### src/rtl/irq_rr_agg.sv
module irq_rr_agg #(
  parameter int NSRC    = 64,
  parameter bit CASCADE = 1'b1,
  parameter int EXT_LO  = 24,
  parameter int EXT_HI  = 27,
  localparam int W  = NSRC / 32,
  localparam int IW = $clog2(NSRC),
  localparam int WB = (W > 1) ? $clog2(W) : 1,
  localparam int AW = WB + 2
) (
  input  logic            clk,
  input  logic            rst_n,
  input  logic [NSRC-1:0] src,
  input  logic            wr_en,
  input  logic [AW-1:0]   wr_addr,
  input  logic [31:0]     wr_data,
  input  logic [AW-1:0]   rd_addr,
  output logic [31:0]     rd_data,
  input  logic            mclr,
  input  logic            mset,
  input  logic [IW-1:0]   op_src,
  input  logic [1:0]      op_aff,
  input  logic [1:0]      svc,
  output logic [1:0]      cpu_line,
  output logic [1:0]      gnt_vld,
  output logic [1:0]      gnt_ext,
  output logic [2*IW-1:0] gnt_num
);

  logic [1:0][NSRC-1:0] mask_q, mask_d, pend;
  logic [1:0][IW-1:0]   ptr_q, gsrc_q, pick;
  logic [1:0]           hit;

  function automatic int grp(input logic [WB-1:0] w);
    return (W == 1) ? 0 : int'(w ^ WB'(W - 1));
  endfunction

  assign pend[0] = src & mask_q[0];
  assign pend[1] = src & mask_q[1];
  assign cpu_line[0] = |pend[0];
  assign cpu_line[1] = CASCADE & (|pend[1]);

  always_comb begin
    mask_d = mask_q;
    for (int c = 0; c < 2; c++) begin
      if (wr_en && wr_addr[AW-1:WB] == 2'(c))
        mask_d[c][grp(wr_addr[WB-1:0])*32 +: 32] = wr_data;
      if (mclr)      mask_d[c][op_src] = 1'b0;
      else if (mset) mask_d[c][op_src] = op_aff[c];
    end
  end

  always_comb begin
    logic [2*NSRC-1:0] dbl;
    logic [IW-1:0]     off;
    for (int c = 0; c < 2; c++) begin
      dbl = {pend[c], pend[c]} >> ptr_q[c];
      off = '0;
      for (int i = NSRC - 1; i >= 0; i--)
        if (dbl[i]) off = IW'(i);
      pick[c] = ptr_q[c] + off;
      hit[c]  = |pend[c];
    end
  end

  always_ff @(posedge clk) begin
    if (!rst_n) begin
      mask_q  <= '0;
      ptr_q   <= '0;
      gsrc_q  <= '0;
      gnt_vld <= '0;
    end else begin
      mask_q <= mask_d;
      for (int c = 0; c < 2; c++) begin
        gnt_vld[c] <= svc[c] & hit[c];
        if (svc[c] && hit[c]) begin
          gsrc_q[c] <= pick[c];
          ptr_q[c]  <= pick[c] + 1'b1;
        end
      end
    end
  end

  always_comb begin
    for (int c = 0; c < 2; c++) begin
      gnt_ext[c] = CASCADE && int'(gsrc_q[c]) >= EXT_LO && int'(gsrc_q[c]) <= EXT_HI;
      gnt_num[c*IW +: IW] = gnt_ext[c] ? gsrc_q[c] - IW'(EXT_LO) : gsrc_q[c];
    end
  end

  always_comb begin
    case (rd_addr[AW-1:WB])
      2'd0:    rd_data = mask_q[0][grp(rd_addr[WB-1:0])*32 +: 32];
      2'd1:    rd_data = mask_q[1][grp(rd_addr[WB-1:0])*32 +: 32];
      2'd2:    rd_data = pend[0][grp(rd_addr[WB-1:0])*32 +: 32];
      default: rd_data = pend[1][grp(rd_addr[WB-1:0])*32 +: 32];
    endcase
  end

endmodule

### config.mk
export PLATFORM = sky130hd
export DESIGN_NAME = irq_rr_agg
export DESIGN_NICKNAME = d
export VERILOG_FILES = /design/src/rtl/irq_rr_agg.sv
export SDC_FILE = /design/constraint.sdc
export NUM_CORES = 1
export LEC_CHECK = 0
export ABC_CLOCK_PERIOD_IN_PS = 10420
export BUFFER_PORTS_ARGS = -buffer_cell sky130_fd_sc_hd__buf_2
export CAP_MARGIN = 20
export CORE_MARGIN = 4
export CORE_UTILIZATION = 34
export DETAILED_ROUTE_END_ITERATION = 8
export PLACE_DENSITY_LB_ADDON = 0.08
export SLEW_MARGIN = 40
export SYNTH_ARGS = -nofsm -noshare
export SYNTH_HDL_FRONTEND = slang
export SYNTH_SLANG_ARGS = --single-unit
### constraint.sdc
create_clock -name clk -period 10.42 [get_ports clk]
set_input_delay 2.084 -clock clk [delete_from_list [all_inputs] [get_ports clk]]
set_output_delay 2.084 -clock clk [all_outputs]
set_load 0.1 [all_outputs]
==> flow_summary.ini, run 1 <==
[status]
outcome = complete, no violations

[setup_path]
path_max_fanout = 7
crit_required_ns = 10.81
r2r_cells = 24
crit_path_start_kind = input port
cpPeakStageDelay_ns = 0.69
end_kind = flip-flop
cp.arrival_ns = 8.44
crit_top_cell = mux4_2
crit_chain = buf_2 > nand2_1 > mux4_2 > mux4_2 > mux4_2 > nor4bb_1 > o21bai_1 > a221oi_1 > o32a_1 > a21oi_1 > o211ai_1 > a41o_1 > ha_1 > inv_1 > fa_1 > inv_1 > a21o_1 > a21oi_1 > xnor2_1 > nand3_1 > nor3_1 > nand3_1 > o311ai_1
critPathKind = input port to flip-flop
cpMaxStageDelayCell = mux4_2

[finish]
fin_area_sq_um = 29170
final_cells = 4172
fillers = 8145
finish.utilization_pct = 36.92
fin_nets = 3232
syn_to_final_growth_pct = 7.508
layout-drive-gt1-share_pct = 23.91

[worst_hold_path]
min_path_type = flip-flop to flip-flop
holdPathStages = 2

[clock_tree]
insertion_delay_ns = 0.50
htreeDepth = 4
ctsRootBufferMaster = clkbuf_16
clk_transition_reported_paths_ns = 0.09
clock_sinks = 154
cts_tree = built
cts_buffers = 17
hold_buffers = 0
clock_path_buffers = 2
postCtsSetupRepairBufs = 0
post_cts_resized = 0

[yosys]
yosys_warnings = 0
ys_types = 95
synth_fp_nets = 3252
synthArstFlopShare_pct = 0
avgSynthCellArea_sq_um = 8.699
synth_edf_count = 0
synthCells = 3119
synth-seq-area-share_pct = 11.36
ys.flop_type = dfxtp_1
synth_seq_cells = 154
synth_area_sq_um = 27130

[routing]
drtIter0Drc = 5323
vias = 31054
first_pass_iters = 6
routedWlPerCell_um = 41.06
drc = 0
wirelength_um = 171300
ant_nets = 0
drt-vias-per-instance = 7.443

[flow_run]
cap_violations = 0

[global_route]
grt_usage_pct = 39.01
grt_max_degree = 63
grt_pass1_vias = 28921
grt_overflow = 0
antenna_found_initial = 20
grt_pass1_wl_um = 237000

[timing]
tns_ns = 0
worst_slew_pin_slew_ns = 0.9115
skew_ns = 0.01703
setup_viol = 0
period_share_pct = 77.25
fmax_mhz = 124.2
maxSlewHeadroom_pct = 39.24
drv_slew = 0
rsz0062_at_grt = no
hold_viol = 0
fin_crit_ns = 8.049

[power]
power.density_nw_per_um2 = 225.6
clkPwrFrac_pct = 10.3
comb_power_share_pct = 78.0
swShare_pct = 57.33
p_switching_mw = 3.772
peakVddDrop_uv = 156.4
p_int_mw = 2.808
power_frac_seq_pct = 11.7
p_leak_nw = 9.946

[placed_design]
routabilityCongestion = 1.083
dpl_cell_area_sq_um = 28530
hpwlAfterDp_um = 136400
io_buffers = 166
dp_cells = 4126

[floorplan]
initial_core_util_pct = 34.34
die_w_um = 290.5
ioPinCount = 167
dieArea_sq_um = 84380
row_count = 103
core_area_sq_um = 79000
die_h_um = 290.5
worst max-delay path, delay by kind of cell:
kind / cells / cell delay (ns)
and+or+nand+nor: 5 / 1.32
AOI/OAI and AO/OA: 9 / 1.71
muxes: 3 / 1.76
xor gates and xnor gates: 1 / 0.58
buffers and inverters: 3 / 0.36
adders and majority gates: 2 / 0.61
power by group through the flow:
stage | Sequential [mW] | Combinational [mW] | Clock [mW]
floorplan | 0.687 | 3.67 | 0
global placement | 0.777 | 5.00 | 0
detailed placement | 0.777 | 4.99 | 0
CTS | 0.763 | 5.01 | 0.682
global route | 0.774 | 5.46 | 0.708
finish | 0.770 | 5.13 | 0.677
cell usage after synthesis (59+ instances only):
cell type	count	area share (%)
a21oi_1	142	2.6
a22oi_1	86	2.4
and2_1	143	3.3
buf_2	59	1.1
clkbuf_1	143	2.0
dfxtp_1	154	11
mux2i_1	141	5.2
mux4_2	384	32
nand2_1	417	5.8
nand4_1	64	1.5
nor2_1	337	4.7
o21ai_0	118	2.2
o22ai_1	98	2.3
area by class of cell:
| cell class | count | area [sq um] | area share, % |
|---|---|---|---|
| Timing Repair Buffer | 224 | 1259 | 4.315 |
| Sequential cell | 154 | 3108 | 10.66 |
| Clock inverter | 14 | 151.4 | 0.5190 |
| Clock buffer | 18 | 429.2 | 1.471 |
| Antenna cell | 10 | 25.02 | 0.08579 |
| Tap cell | 1050 | 1314 | 4.504 |
| Inverter | 46 | 181.4 | 0.6220 |
| Multi-Input combinational cell | 2656 | 22700 | 77.83 |
cell families (layout without fill, tap and decap cells):
group                    Yosys count  after routing  share of synthesized area (%)
multiplexers                     560            560                          38.53
other                              0             10                              0
adder cells (fa/ha/maj)           16             16                         0.7932
AND/OR/NAND/NOR                 1219           1219                          21.85
XOR/XNOR                          15             15                         0.4842
buffers and inverters            309            302                          5.220
AO/OA/AOI/OAI                    846            846                          21.76
flip-flops                       154            154                          11.36
registers in the layout (all words and copies together) (netlist names):
| register | flops |
|---|---|
| gsrc_q | 12 |
| ptr_q | 12 |
| gnt_vld | 2 |
| mask_q | 128 |
stage by stage:
stage | power, mW | hold slack (ns) | setup slack [ns]
floorplan | 4.355 | 0.4367 | 2.505
global placement | 5.777 | 0.4454 | 2.206
detailed placement | 5.772 | 0.4538 | 2.144
CTS | 6.460 | 0.4733 | 2.648
global route | 6.941 | 0.4887 | 2.292
finish | 6.580 | 0.4687 | 2.371
layer usage:
metal  vias up  wire length, um  part of all wire [%]  track usage (%)
met4        14            11560                   6.8            20.46
met1     15681            66320                    39            51.32
met5         -              226                  0.13                0
met3       518            19590                    11            10.71
met2      2451            73590                    43            58.63
li1      12390                -                     -                -
cells in the final DEF (no fill, tap or decap), drive strengths merged, types with 16 or more instances in the layout:
cell type	synthesis	final
o22ai	98	98
nor3	27	27
dfxtp	154	154
mux4	384	384
a221o	17	17
a21o	20	20
a211oi	32	32
o211ai	17	17
inv	45	53
nand2b	16	16
mux2i	141	141
a21oi	142	142
nand4	64	64
or2	20	20
clkbuf	143	22
a221oi	18	18
nand3	44	44
mux2	35	35
and2	145	145
buf	120	220
a31oi	41	41
nand4b	29	29
o22a	56	56
nor2	337	337
o21ai	120	120
a21boi	44	44
o221ai	17	17
nand2	417	417
a22oi	86	86
path summary, 6_finish.rpt:
kind | startpoint | endpoint | slack (ns)
worst max register to register | ptr_q[9] | ptr_q[11] | 2.58
worst min-delay path | gsrc_q[0] | gsrc_q[0] | 0.47
worst min register to register | gsrc_q[0] | gsrc_q[0] | 0.47
worst max-delay path | src[16] | ptr_q[11] | 2.37
No activity file was read; power rests on OpenSTA's default activity.
==> run 2, diff against run 1 <==
Settings changed: ABC_AREA set to 1, ABC_CLOCK_PERIOD_IN_PS 10420 to 7500.
Clock period 10.42 ns to 7.5 ns, I/O delays scaled along.
==> flow_summary.ini, run 2 <==
[placed_design]
dp_cells = 5379
io_buffers = 166
place_ws_ns = -0.6195
hpwlAfterDp_um = 101500
dpl_cell_area_sq_um = 26130
routabilityCongestion = 1.063

[finish]
fin_nets = 4701
final_cell_mix = 1,280 x nand2_1, 468 x nand3_1, 428 x buf_4
layout-drive-gt1-share_pct = 26.65
regMostFlops = mask_q
syn_to_final_growth_pct = 32.91
fin_area_sq_um = 29110
largest_reg_flops = 128
fillers = 7115
final_common_cell = nand2_1
reg_top3 = mask_q (128), gsrc_q (12), ptr_q (12)
seqCellArea_sq_um = 3097
multiInputGateArea_sq_um = 18320
finish.utilization_pct = 45.89
final_cells = 5428

[setup_path]
r2r_slack_ns = 0.44
cpPeakStageDelay_ns = 0.46
r2r-end = ptr_q[4]
r2r_cells = 82
crit_required_ns = 7.89
crit_path_start = src[9]
crit_top_cell = nand2_1
crit_path_start_kind = input port
end_kind = flip-flop
cpMaxStageDelayCell = fa_2
cp.arrival_ns = 7.70
critPathKind = input port to flip-flop
endpoint = ptr_q[10]
reg2reg_from = ptr_q[0]
path_max_fanout = 3

[floorplan]
core_area_sq_um = 63430
die_w_um = 261.8
dieArea_sq_um = 68540
ioPinCount = 167
row_count = 92
die_h_um = 261.8
initial_core_util_pct = 34.53

[timing]
fmax_mhz = 136.9
hold_viol = 0
tns_ns = 0
skew_ns = 0.01944
setup_viol = 0
drv_slew = 0
maxSlewHeadroom_pct = 38.31
holdWs_ns = 0.4739
rsz0062_at_grt = yes
fin_crit_ns = 7.306
worst_slew_pin_slew_ns = 0.9254
setup_slack_ns = 0.1944
period_share_pct = 97.41

[flow_run]
cap_violations = 0

[status]
outcome = complete, no violations

[yosys]
synth_most_common_cell = nand2_1
ys.flop_type = dfxtp_1
synth_seq_cells = 154
synthTopCellsByArea = nand2_1 25%, nand3_1 15%, dfxtp_1 14%
synth-seq-area-share_pct = 14.08
synth_edf_count = 0
yosys_warnings = 0
synth_fp_nets = 4333
synth_top_area_share_pct = 24.94
yosysTopAreaCell = nand2_1
synthCells = 4200
yosys-top-cells-count = 1,455 x nand2_1, 652 x nand3_1, 361 x o21ai_0
synthArstFlopShare_pct = 0
avgSynthCellArea_sq_um = 5.215
ys_types = 51
synth_area_sq_um = 21900

[global_route]
antenna_found_initial = 4
grt_usage_pct = 36.33
grt_pass1_wl_um = 185600
grt_pass1_vias = 27840
grt_overflow = 0
grt_max_degree = 81

[clock_tree]
clk_transition_reported_paths_ns = 0.08
clock_path_buffers = 2
insertion_delay_ns = 0.50
htreeDepth = 4
cts_buffers = 17
cts_tree = built
clock_sinks = 154
hold_buffers = 0
ctsRootBufferMaster = clkbuf_16

[routing]
drtIter0Drc = 3940
ant_nets = 0
drt-vias-per-instance = 5.778
wirelength_um = 129500
first_pass_iters = 7
drc = 0
routedWlPerCell_um = 23.86
vias = 31361

[power]
peakVddDrop_uv = 205.5
finalPower_mw = 10.45
p_leak_nw = 13.60
power.density_nw_per_um2 = 359.1

[worst_hold_path]
min_path_type = flip-flop to flip-flop
==> run 2: cell types whose count changed after synthesis, sizes merged, moves of 56 or more <==
| cell | delta |
|---|---|
| nand2 | +1043 |
| o22a | -56 |
| o22ai | -61 |
| nand3 | +616 |
| nor2 | -104 |
| and2 | -114 |
| inv | +287 |
| a22oi | -79 |
| o21ai | +292 |
| mux2i | -134 |
| mux4 | -384 |
==> run 2: worst max-delay path: cells and delay by family <==
family          cells  cell delay [ns]
compound gates      5             0.67
fa+ha+maj           3             0.78
buf+inv             5             0.49
simple gates       68             4.20
==> run 2: power breakdown <==
group | switching, mW | internal [mW] | total (mW)
logic | 5.52 | 3.02 | 8.54
clock network | 0.482 | 0.459 | 0.941
registers | 0.0866 | 0.886 | 0.972
total | 6.09 | 4.37 | 10.5
==> run 2: repair_timing <==
| item | in CTS | in global routing |
|---|---|---|
| buffers inserted | 0 | 17 |
| resized for setup | 15 | 637 |
| pin swaps | 0 | 101 |
| endpoints found under the hold margin | 0 | 0 |
| setup endpoints to repair | 5 | 24 |
==> run 2: kinds of logic after synthesis <==
| logic type | share of synthesized area, % |
|---|---|
| adders and majority gates | 0.9826 |
| buffers and inverters | 11.96 |
| muxes | 0.3199 |
| DFF | 14.08 |
| AOI/OAI and AO/OA | 24.16 |
| xor gates and xnor gates | 0.4399 |
| and+or+nand+nor | 48.06 |
==> run 2: per-layer routing <==
| metal | vias up | GRT usage, % | share of wire, % |
|---|---|---|---|
| met3 | 312 | 8.596 | 11 |
| met2 | 1866 | 53.59 | 42 |
| li1 | 14863 | - | - |
| met4 | 6 | 15.65 | 5.3 |
| met5 | - | 0.7123 | 0.070 |
| met1 | 14314 | 50.38 | 42 |
==> run 2: layout make-up <==
type	count	share of cell area, %
clock inverter	14	0.5502
multi-input combinational	3425	62.92
sequential	154	10.64
antenna	1	0.008597
tap	846	3.636
clock buffer	18	1.509
inverter	339	4.389
timing repair buffer	631	16.35
==> run 2: how the worst min path moves through the flow <==
stage | from | to | slack, ns | cells past startpoint
6_report | gsrc_q[0] | gsrc_q[0] | 0.47 | 2
5_1_grt | gsrc_q[0] | gsrc_q[0] | 0.51 | 2
4_1_cts | gsrc_q[6] | gsrc_q[6] | 0.48 | 2
3_5_place_dp | gsrc_q[0] | gsrc_q[0] | 0.47 | 2
3_3_place_gp | gsrc_q[0] | gsrc_q[0] | 0.46 | 2
2_1_floorplan | gsrc_q[0] | gsrc_q[0] | 0.45 | 2
